$ cat src/rtl/stagger_pkg.sv
package stagger_pkg;

  // Number of register stages between the gated request and a channel output.
  function automatic int unsigned chan_depth(input int unsigned idx,
                                             input int unsigned step);
    return idx * step + 1;
  endfunction

endpackage

$ cat src/rtl/stagger_delay_line.sv
module stagger_delay_line #(
  parameter int unsigned DEPTH = 1
) (
  input  logic clk,
  input  logic rst,
  input  logic din,
  output logic dout,
  output logic busy_next
);

  logic [DEPTH-1:0] stage_q;
  logic [DEPTH-1:0] stage_d;

  generate
    if (DEPTH == 1) begin : g_single
      assign stage_d = din;
    end else begin : g_multi
      assign stage_d = {stage_q[DEPTH-2:0], din};
    end
  endgenerate

  always_ff @(posedge clk) begin
    if (rst) begin
      stage_q <= '0;
    end else begin
      stage_q <= stage_d;
    end
  end

  assign dout      = stage_q[DEPTH-1];
  assign busy_next = |stage_d;


  idle_line_chk: assert property (@(posedge clk) disable iff (rst)
    (!(|stage_q) && !din) |=> !dout);

endmodule

$ cat src/rtl/stagger_precharge_ctl.sv
module stagger_precharge_ctl (
  input  logic clk,
  input  logic rst,
  input  logic blank_in,
  input  logic any_busy_next,
  output logic precharge_en
);

  always_ff @(posedge clk) begin
    if (rst) begin
      precharge_en <= 1'b0;
    end else begin
      precharge_en <= blank_in && !any_busy_next;
    end
  end


  precharge_hold_chk: assert property (@(posedge clk) disable iff (rst)
    (blank_in && precharge_en) |=> precharge_en);


  precharge_release_chk: assert property (@(posedge clk) disable iff (rst)
    !blank_in |=> !precharge_en);

endmodule

$ cat src/rtl/stagger_output_seq.sv
module stagger_output_seq #(
  parameter int unsigned CH          = 16,
  parameter int unsigned STEP_CYCLES = 2
) (
  input  logic          clk,
  input  logic          rst,
  input  logic          blank_in,
  input  logic [CH-1:0] onoff_in,
  output logic [CH-1:0] sink_en_o,
  output logic          precharge_en_o
);

  import stagger_pkg::*;

  logic [CH-1:0] req;
  logic [CH-1:0] busy_vec;
  logic          any_busy;
  logic          armed_q;

  assign req      = onoff_in & {CH{~blank_in}};
  assign any_busy = |busy_vec;

  generate
    for (genvar n = 0; n < CH; n++) begin : g_chan
      localparam int unsigned DEPTH_N = chan_depth(n, STEP_CYCLES);
      stagger_delay_line #(
        .DEPTH(DEPTH_N)
      ) i_line (
        .clk      (clk),
        .rst      (rst),
        .din      (req[n]),
        .dout     (sink_en_o[n]),
        .busy_next(busy_vec[n])
      );
    end
  endgenerate

  stagger_precharge_ctl i_pre (
    .clk          (clk),
    .rst          (rst),
    .blank_in     (blank_in),
    .any_busy_next(any_busy),
    .precharge_en (precharge_en_o)
  );

  always_ff @(posedge clk) begin
    if (rst) begin
      armed_q <= 1'b0;
    end else begin
      armed_q <= 1'b1;
    end
  end


  reset_clear_chk: assert property (@(posedge clk)
    rst |=> (sink_en_o == '0 && !precharge_en_o));


  chan0_latency_chk: assert property (@(posedge clk) disable iff (rst)
    armed_q |-> (sink_en_o[0] == $past(onoff_in[0] && !blank_in)));


  exclusive_chk: assert property (@(posedge clk) disable iff (rst)
    precharge_en_o |-> (sink_en_o == '0));

endmodule

$ cat config.mk
export PLATFORM = sky130hd
export DESIGN_NAME = stagger_output_seq
export DESIGN_NICKNAME = d
export VERILOG_FILES = /design/src/rtl/stagger_pkg.sv /design/src/rtl/stagger_delay_line.sv /design/src/rtl/stagger_precharge_ctl.sv /design/src/rtl/stagger_output_seq.sv
export SDC_FILE = /design/constraint.sdc
export NUM_CORES = 1
export LEC_CHECK = 0
export ABC_CLOCK_PERIOD_IN_PS = 3400
export CAP_MARGIN = 40
export CORE_MARGIN = 2
export CORE_UTILIZATION = 34
export CTS_BUF_LIST = sky130_fd_sc_hd__clkbuf_8
export DETAILED_ROUTE_END_ITERATION = 6
export GPL_ROUTABILITY_DRIVEN = 0
export MAX_ROUTING_LAYER = met4
export PLACE_DENSITY_LB_ADDON = 0.15
export SLEW_MARGIN = 20
export SYNTH_ARGS = -nofsm -noshare
export SYNTH_HDL_FRONTEND = slang
export SYNTH_SLANG_ARGS = --single-unit
$ cat constraint.sdc
create_clock -name clk -period 3.4 [get_ports clk]
set_input_delay 0.51 -clock clk [delete_from_list [all_inputs] [get_ports clk]]
set_output_delay 0.51 -clock clk [all_outputs]
set_load 0.01 [all_outputs]
; Word-level counts from Yosys, hierarchy flattened
; Cells that the tools add are included.
[op_classes]
n_addsub = 0
multipliers = 0
div_mod_pow = 0
order_cmp = 0
n_eq_ne = 0
n_shift = 0
n_mux = 0
bitwise = 2
reduce_logical = 3
[ops]
columns = op, count
row1 = $reduce_or 256->1, 1
row2 = $and 16x16->16, 1
row3 = $logic_and 1x1->1, 1
row4 = $logic_not 1->1, 1
row5 = $not 1->1, 1
[word_totals]
regBits = 257
latch_bits = 0
ram_bits = 0
mem_bits_ro = 0
in_bits = 19
out_inout_bits = 17
wordCells = 22
mem_count = 0

; Depth between registers and ports, before layout
; Gate-level depths: netlist of the first run.
[logic_depth]
word_depth = 5
mapped_depth = 5
ltp_nobuf = 4

; Cells and area by module
; A second synthesis of the first run with hierarchy kept.
[hier_totals]
cells_unflattened = 646
area_unflattened_um2 = 7593.5
[modules_own_cells]
columns = mod, instances, cells_each, area_each_um2, seq_area_each_um2
row1 = stagger_delay_line (g_chan[15].i_line), 1, 75, 904.6, 620.6
row2 = stagger_delay_line (g_chan[14].i_line), 1, 71, 849.6, 580.6
row3 = stagger_delay_line (g_chan[13].i_line), 1, 65, 779.5, 540.5
row4 = stagger_delay_line (g_chan[12].i_line), 1, 61, 721.9, 500.5
row5 = stagger_delay_line (g_chan[11].i_line), 1, 56, 664.4, 460.4
row6 = stagger_delay_line (g_chan[10].i_line), 1, 51, 606.8, 420.4
row7 = stagger_delay_line (g_chan[9].i_line), 1, 45, 550.5, 380.4
row8 = stagger_delay_line (g_chan[8].i_line), 1, 41, 489.2, 340.3
row9 = stagger_delay_line (g_chan[7].i_line), 1, 36, 434.2, 300.3
row10 = stagger_delay_line (g_chan[6].i_line), 1, 32, 376.6, 260.2
row11 = stagger_delay_line (g_chan[5].i_line), 1, 27, 319.1, 220.2
row12 = stagger_delay_line (g_chan[4].i_line), 1, 22, 256.5, 180.2
row13 = stagger_delay_line (g_chan[3].i_line), 1, 17, 198.9, 140.1
row14 = stagger_delay_line (g_chan[2].i_line), 1, 13, 143.9, 100.1
row15 = +4 rows, -, -, -, -

; Least setup slack after synthesis of the first run
; Ideal clock, no wire load.
[synth_path]
path_kind = in2reg
start = in rst
end = reg i_pre.precharge_en
setup_time_ns = 0.061
arrival_time_ns = 1.344
required_ns = 3.339
slack_ns = 1.995
path_stages = 5
path_buffers = 1
cell_sequence = buf_6 -> nor4b_2 -> nand4_1 -> nor4_1 -> and4_1
[synth_rtl]
columns = item, line
row1 = start: declaration, stagger_output_seq.sv:6  ; input logic rst,
row2 = end signal: assignment, stagger_precharge_ctl.sv:13  ; precharge_en <= blank_in && !any_busy_next;
row3 = end: declaration, stagger_precharge_ctl.sv:6  ; output logic precharge_en

; Worst setup path after layout of the first run
[layout_path]
start = reg g_chan[6].i_line.stage_q[12]
end = out sink_en_o[6]
[layout_rtl]
columns = item, line
row1 = start: declaration, stagger_delay_line.sv:11  ; logic [DEPTH-1:0] stage_q;
row2 = start signal: assignment, stagger_delay_line.sv:26  ; stage_q <= stage_d;
row3 = end: declaration, stagger_output_seq.sv:9  ; output logic [CH-1:0] sink_en_o,
; No word-level cell between the ends.

==> results of run 1 <==
cells in the mapped netlist (all sizes together):
library cell / n
and2: 16
nor4: 63
nand3: 1
nor4b: 1
nor2: 2
buf: 17
dfxtp: 257
nand2: 1
nand4: 14
and4: 1
clkbuf: 27
nor2b: 240
state kept, by name, indices dropped and copies added, names as in the netlist:
| register | flops |
|---|---|
| g_chan.i_line.dout | 1 |
| g_chan.i_line.stage_q | 255 |
| i_pre.precharge_en | 1 |
report_power, final:
group	leakage [nW]	total (mW)	switching, mW	internal (mW)
sequential	2.07	3.04	0.00940	3.03
combinational	0.925	0.114	0.0677	0.0463
clock	0.493	2.69	1.11	1.57
total	3.49	5.84	1.19	4.65
layer usage:
layer	up-vias	part of all wire (%)	GRT usage [%]
met5	-	0	-
met4	0	3.8	6.04
met3	39	4.0	2.96
met2	63	44	17.1
met1	1954	48	14.1
li1	2163	-	-
kinds of logic after synthesis:
kind of cell / count (synthesis) / synth area share [%]
buffers and inverters: 44 / 3.10
DFF: 257 / 68.5
and+or+nand+nor: 339 / 28.4
through the flow:
| step | util [%] | worst slack [ps] | hold WS, ps | instances |
|---|---|---|---|---|
| 3_3_place_gp | 36.7 | 1280 | 445 | 913 |
| 3_5_place_dp | 36.8 | 1290 | 451 | 914 |
| 6_report | 40.8 | 1480 | 453 | 986 |
| 2_1_floorplan | - | 1990 | 438 | 640 |
| 5_1_grt | 40.8 | 1440 | 464 | 986 |
| 4_1_cts | 40.8 | 1440 | 459 | 986 |
worst paths after layout:
path | slack [ps] | from | depth (start not counted) | endpoint
hold reg to reg | 450 | g_chan[13].i_line.stage_q[17]$_SDFF_PP0_ | 1 | g_chan[13].i_line.stage_q[18]$_SDFF_PP0_
setup / recovery | 1480 | g_chan[6].i_line.stage_q[12]$_SDFF_PP0_ | 1 | sink_en_o[6]
setup reg to reg | 1620 | g_chan[2].i_line.stage_q[1]$_SDFF_PP0_ | 4 | i_pre.precharge_en$_SDFF_PP0_
hold / removal | 450 | g_chan[13].i_line.stage_q[17]$_SDFF_PP0_ | 1 | g_chan[13].i_line.stage_q[18]$_SDFF_PP0_
placed cells by master (no fill, tap or decap), drive strengths merged:
cell / instances
inv: 8
and4: 1
buf: 4
and2: 16
dfxtp: 257
clkdlybuf4s50: 34
nor2b: 240
nor2: 2
nor4b: 1
nor4: 63
nand4: 14
clkinv: 3
nand2: 1
nand3: 1
clkbuf: 61
final cells by class:
class	count	area, um^2
multi-input cells	339	2130
repair buffers	38	378
flip-flops and latches	257	5140
clock buffers	61	840
clock inverters	11	45.0
well taps	280	350
fillers	2088	12900
==> flow_summary.rst, run 1 <==
.. list-table::
   :header-rows: 1

   * - Metric
     - Value
   * - Max-cap violations
     - 0
   * - Total number of vias
     - 4219
   * - CTS resizes
     - 0
   * - Count of pins on the block boundary
     - 36
   * - Post-route clock period utilization
     - between 50% and 60%
   * - Placed cell area
     - 8000 um^2
   * - Height of the die
     - approximately 150 um
   * - Area delta synth->final
     - 18.4%
   * - Cell area after synthesis
     - 7510 um^2
   * - GR Util All Layers
     - a little under an eighth
   * - Die outline width
     - 153 um
   * - Clock-pin slew of the registers on the worst-case setup and hold paths
     - 60 ps
   * - Number of nets in the layout
     - 697
   * - Setup TNS
     - 0 ps
   * - CTS tree
     - yes
   * - Largest fanout of any net on the critical path
     - 1
   * - Core ar.
     - between 20000 and 25000 um^2
   * - Crit-path max cell delay
     - 550 ps
   * - Nature of the critical path startpoint
     - register
   * - WL per Instance
     - 12.8 um
   * - First-pass iteration count of the detailed router
     - 4
   * - # diodes
     - 0
   * - Count of different cell masters after synthesis
     - 14
   * - CP Data Arrival Time
     - ~1400 ps
   * - Cell count after synthesis
     - 640
   * - Cell type with the highest aggregate area in the netlist
     - sky130_fd_sc_hd__dfxtp_1
   * - Global-route wire length before repair
     - around 21000 um
   * - Final Setup Violations
     - 0
   * - Required time at the endpoint of the critical path
     - 2890 ps
   * - Remaining max-slew budget at the tightest pin
     - 50.0%
   * - Outcome
     - complete, no violations
   * - Clock period minus final worst setup slack
     - between 1500 and 2000 ps
   * - Sequential share of the synthesized area
     - 68.5%
   * - Number of antenna violations at the first check in global routing
     - 0
   * - Post-synthesis net count
     - between 600 and 700
   * - Deepest level of the CTS H-tree
     - 2
   * - Pin count of the biggest net entering global routing
     - 108
   * - Worst hold path class
     - register to register
   * - Fraction of final layout cells with drive strength greater than 1
     - 9.92%
   * - Number of register bits inferred by synthesis
     - 257
   * - Unrepaired setup endpoints after global routing
     - false
   * - GRT overflow
     - 0
   * - Transition time of the tightest slew-check pin
     - 749 ps
   * - Total leakage power
     - roughly 3.5 nW
   * - Final hold viol count
     - 0
   * - CTS sink count
     - 257
   * - Number of warnings printed during yosys synthesis
     - 0
   * - Cell family with most CP delay
     - buffers and inverters
   * - Critical Path, Cell by Cell
     - clkdlybuf4s50_1
   * - Vias per Instance
     - 4.28
   * - Total Power Consumption
     - 5.84 mW
   * - Post-CTS setup-driven buffer insertion count
     - 0
   * - Power density relative to cell area
     - 657 nW/um^2
   * - Clock Skews
     - 17.6 ps
   * - Final count of pins violating max slew
     - 0
   * - Via count of the first global-routing pass
     - 4488
   * - Fmax achieved
     - 521 MHz
   * - Number of core rows
     - 54
   * - Clock Tree Buf Depth
     - 3
   * - Biggest area contributors in the synthesized netlist
     - sky130_fd_sc_hd__dfxtp_1 69%, sky130_fd_sc_hd__nor2b_1 20%, sky130_fd_sc_hd__nor4_1 5.2%, sky130_fd_sc_hd__buf_4 1.6%, sky130_fd_sc_hd__clkbuf_1 1.4%
   * - Die outline area
     - 23300 um^2
   * - Number of design rule violations left after detail routing
     - 0
   * - Latest clock arrival within the worst-skew pair
     - 520 ps
   * - Peak supply drop
     - 292 uV
   * - Element type at the critical path end
     - output pin
   * - Average footprint of a synthesized cell
     - around 12 um^2
   * - HPWL Detailed
     - 7900 um
   * - Initial core utilization
     - approximately 35%
   * - Detailed Route Iter0 Violations
     - 171
   * - Area fraction of the dominant cell type after synthesis
     - 68.5%
   * - Number of CTS-inserted buffers
     - 42
   * - Wire length after detailed routing
     - approximately 13000 um
   * - Hold bufs inserted after CTS
     - 0
   * - Buffers added on ports
     - 35
   * - Design Area, Final
     - 8890 um^2
   * - Antenna-violating nets left
     - 0
   * - Type of the worst setup path
     - register to output pin
   * - Cell chosen for the clock root
     - sky130_fd_sc_hd__clkbuf_8
   * - Critical Path Slowest Stage Cell
     - sky130_fd_sc_hd__clkdlybuf4s50_1
   * - Buffers and inverters on the worst path
     - 1
No activity file was read; power rests on OpenSTA's default activity.
==> run 2: changes to the inputs <==
--- a/config.mk
+++ b/config.mk
@@ -5,7 +5,7 @@
 export SDC_FILE = /design/constraint.sdc
 export NUM_CORES = 1
 export LEC_CHECK = 0
-export ABC_CLOCK_PERIOD_IN_PS = 3400
+export ABC_CLOCK_PERIOD_IN_PS = 1700
 export CAP_MARGIN = 40
 export CORE_MARGIN = 2
 export CORE_UTILIZATION = 34
==> constraint.sdc (replaced) <==
create_clock -name clk -period 1.7 [get_ports clk]
set_input_delay 0.255 -clock clk [delete_from_list [all_inputs] [get_ports clk]]
set_output_delay 0.255 -clock clk [all_outputs]
set_load 0.01 [all_outputs]
==> run 2 against run 1 <==
Net effect:
- global-route usage barely moved
- largest power group unchanged
- sequential share of layout area fell by 0.13 points
- highest routed layer unchanged
- cell area rose by 0.25%
- critical endpoint is now sink_en_o[7]
==> flow_summary.rst, run 2 (synthesis results as in run 1) <==
.. list-table::
   :header-rows: 1

   * - Metric
     - Value
   * - Required time at the endpoint of the critical path
     - 1440 ps (was 2890 ps)
   * - Cell chosen for the clock root
     - sky130_fd_sc_hd__clkbuf_8 (unchanged)
   * - Transition time of the tightest slew-check pin
     - 491 ps (was 749 ps)
   * - Buffers and inverters on the worst path
     - 1 (unchanged)
   * - Worst hold path class
     - input port to register (was register to register)
   * - Deepest level of the CTS H-tree
     - 2 (unchanged)
   * - Type of the worst setup path
     - register to output pin (unchanged)
   * - Met3 global-route usage
     - 3.04% (was 2.96%)
   * - Fraction of final layout cells with drive strength greater than 1
     - 10.3% (was 9.92%)
   * - Number of core rows
     - 54 (unchanged)
   * - Wire length after detailed routing
     - 12700 um (was 12600 um)
   * - Detailed Route Iter0 Violations
     - 142 (was 171)
   * - Max-cap violations
     - 0 (unchanged)
   * - Number of nets in the layout
     - 702 (was 697)
   * - First-pass iteration count of the detailed router
     - 4 (unchanged)
   * - Area delta synth->final
     - 18.7% (was 18.4%)
   * - Crit-path max cell delay
     - 540 ps (was 550 ps)
   * - Clock Tree Buf Depth
     - 3 (unchanged)
   * - Part of the power in registers
     - 53.8% (was 52.1%)
   * - End of the worst register-to-register path
     - i_pre.precharge_en$_SDFF_PP0_ (unchanged)
   * - R2R Setup Slk
     - 130 ps (was 1620 ps)
   * - GR Util All Layers
     - 11.4% (about the same)
   * - Height of the die
     - 153 um (unchanged)
   * - Top reg by flops
     - g_chan.i_line.stage_q (unchanged)
   * - Number of CTS-inserted buffers
     - 42 (unchanged)
   * - Clock Skews
     - 6.41 ps (was 17.6 ps)
   * - GRT overflow
     - 0 (unchanged)
   * - Max FFs per register
     - 255 (unchanged)
   * - Final Setup Violations
     - 0 (unchanged)
   * - CTS tree
     - yes (unchanged)
   * - Total leakage power
     - 3.54 nW (was 3.49 nW)
   * - Count of pins on the block boundary
     - 36 (unchanged)
   * - Power density relative to cell area
     - 1270 nW/um^2 (was 657 nW/um^2)
   * - Critical Path, Cell by Cell
     - clkdlybuf4s50_1 (unchanged)
   * - Via count of the first global-routing pass
     - 4421 (was 4488)
   * - Largest fanout of any net on the critical path
     - 1 (unchanged)
   * - Die outline area
     - 23300 um^2 (unchanged)
   * - Core ar.
     - 21800 um^2 (unchanged)
   * - Number of antenna violations at the first check in global routing
     - 0 (unchanged)
   * - Die outline width
     - 153 um (unchanged)
   * - Vias per Instance
     - 4.36 (was 4.28)
   * - Post-CTS setup-driven buffer insertion count
     - 0 (unchanged)
   * - Global-route wire length before repair
     - 21500 um (was 21300 um)
   * - Most frequent standard cell in the layout excluding fill and tap cells
     - sky130_fd_sc_hd__dfxtp_1 (unchanged)
   * - Clock period minus final worst setup slack
     - 1660 ps
   * - Switching pwr
     - 2.40 mW (was 1.19 mW)
   * - Fmax achieved
     - slightly above 600 MHz
   * - Number of design rule violations left after detail routing
     - 0 (unchanged)
   * - Remaining max-slew budget at the tightest pin
     - 67.3% (was 50.0%)
   * - Post-Place Cells
     - 918 (was 914)
   * - Part of the total power dissipated in the clock network
     - 43.9% (was 46.0%)
   * - Met2 layer usage reported by global route
     - 17.0% (was 17.1%)
   * - Critical Path Slowest Stage Cell
     - sky130_fd_sc_hd__clkdlybuf4s50_1 (unchanged)
   * - Design internal power
     - 8.91 mW (was 4.65 mW)
   * - Final count of pins violating max slew
     - 0 (unchanged)
   * - Final Worst Setup Slack
     - 44.5 ps (was 1480 ps)
   * - Cell family with most CP delay
     - buffers and inverters (unchanged)
   * - Outcome
     - complete, no violations (unchanged)
   * - Min-Delay Startpoint
     - onoff_in[0] (was g_chan[13].i_line.stage_q[17]$_SDFF_PP0_)
   * - CTS sink count
     - 257 (unchanged)
   * - Met1 track demand over resource
     - 14.5% (was 14.1%)
   * - Nature of the critical path startpoint
     - register (unchanged)
   * - Element type at the critical path end
     - output pin (unchanged)
   * - CP Data Arrival Time
     - 1400 ps (was 1410 ps)
   * - Worst Reg2Reg Path Length in Cells
     - 5 (was 4)
   * - Utilization after layout
     - 41.0% (was 40.8%)
   * - Most utilized layer in the global route result
     - met2 (unchanged)
   * - Combinational Power Share
     - 2.3% (was 2.0%)
   * - Number of cells on the worst hold path
     - 2 (was 1)
   * - Clock-pin slew of the registers on the worst-case setup and hold paths
     - 60 ps (about the same)
   * - # diodes
     - 0 (unchanged)
   * - Total number of vias
     - 4315 (was 4219)
   * - WL per Instance
     - 12.8 um (about the same)
   * - Final hold viol count
     - 0 (unchanged)
   * - Commonest cells after routing, fill and taps aside
     - 256 x sky130_fd_sc_hd__dfxtp_1, 240 x sky130_fd_sc_hd__nor2b_1, 55 x sky130_fd_sc_hd__nor4_1 (was 257 x sky130_fd_sc_hd__dfxtp_1, 240 x sky130_fd_sc_hd__nor2b_1, 62 x sky130_fd_sc_hd__nor4_1)
   * - Total Power Consumption
     - 11.3 mW (was 5.84 mW)
   * - Switching portion of total power
     - 21.2% (was 20.4%)
   * - Final standard cell count with taps included and fillers excluded
     - 990 (was 986)
   * - Hold endpoint
     - g_chan[0].i_line.dout$_SDFF_PP0_ (was g_chan[13].i_line.stage_q[18]$_SDFF_PP0_)
   * - # fillers
     - 2082 (was 2088)
   * - Startpoint of the most critical register-to-register path
     - g_chan[13].i_line.stage_q[24]$_SDFF_PP0_ (was g_chan[2].i_line.stage_q[1]$_SDFF_PP0_)
   * - Worst slack after detailed placement
     - -32.5 ps (was 1290 ps)
   * - Post-route clock period utilization
     - 97.4%
   * - Peak supply drop
     - 497 uV (was 292 uV)
   * - Antenna-violating nets left
     - 0 (unchanged)
   * - Design Area, Final
     - 8910 um^2 (was 8890 um^2)
   * - Initial core utilization
     - 34.5% (unchanged)
   * - Buffers added on ports
     - 35 (unchanged)
   * - Latest clock arrival within the worst-skew pair
     - 520 ps (about the same)
   * - Placed cell area
     - 8050 um^2 (was 8000 um^2)
   * - HPWL Detailed
     - 7770 um (was 7900 um)
   * - Pin count of the biggest net entering global routing
     - 120 (was 108)
## run 2: worst max-delay path by stage
stage                                          to  slack (ps)  cells after the start                                startpoint
detailed placement  i_pre.precharge_en$_SDFF_PP0_         -30                      5  g_chan[11].i_line.stage_q[14]$_SDFF_PP0_
floorplan           i_pre.precharge_en$_SDFF_PP0_         550                      5                                       rst
global placement    i_pre.precharge_en$_SDFF_PP0_         -30                      5  g_chan[11].i_line.stage_q[14]$_SDFF_PP0_
finish                               sink_en_o[7]          40                      1   g_chan[7].i_line.stage_q[14]$_SDFF_PP0_
global route        i_pre.precharge_en$_SDFF_PP0_          -5                      5  g_chan[13].i_line.stage_q[15]$_SDFF_PP0_
CTS                                  sink_en_o[7]          20                      1   g_chan[7].i_line.stage_q[14]$_SDFF_PP0_
## run 2: area by class of cell
class	count	area (um^2)	area share, %
clock buffers	52	716	8.03
clock inverters	19	75.1	0.843
multi-input cells	339	2180	24.5
flip-flops and latches	257	5150	57.8
well taps	280	350	3.93
repair buffers	43	440	4.94
## run 2: metrics by stage
step           hold WS (ps)  TNS [ps]
2_1_floorplan           377         0
3_3_place_gp            445     -30.2
3_5_place_dp            450     -32.5
4_1_cts                 263         0
5_1_grt                 276     -5.45
6_report                295         0
## run 2: routing by layer
metal  share of wire (%)  routed length, um
met5                   0                  0
met3                 4.2                533
met2                  45               5680
met1                  48               6140
met4                 2.9                365
## run 2: power by group through the flow
stage	Combinational (mW)	Sequential (mW)	Clock (mW)
global route	0.285	6.08	5.45
detailed placement	0.256	6.21	0
global placement	0.252	6.21	0
floorplan	0.149	6.21	0
CTS	0.261	6.08	5.16
finish	0.255	6.08	4.97
## run 2: timing repair
action                     CTS  global route
resized for setup            2             9
hold endpoints to repair     9             0
hold buffers                 1             0
setup endpoints to repair    2             2
pin swaps                    0             3
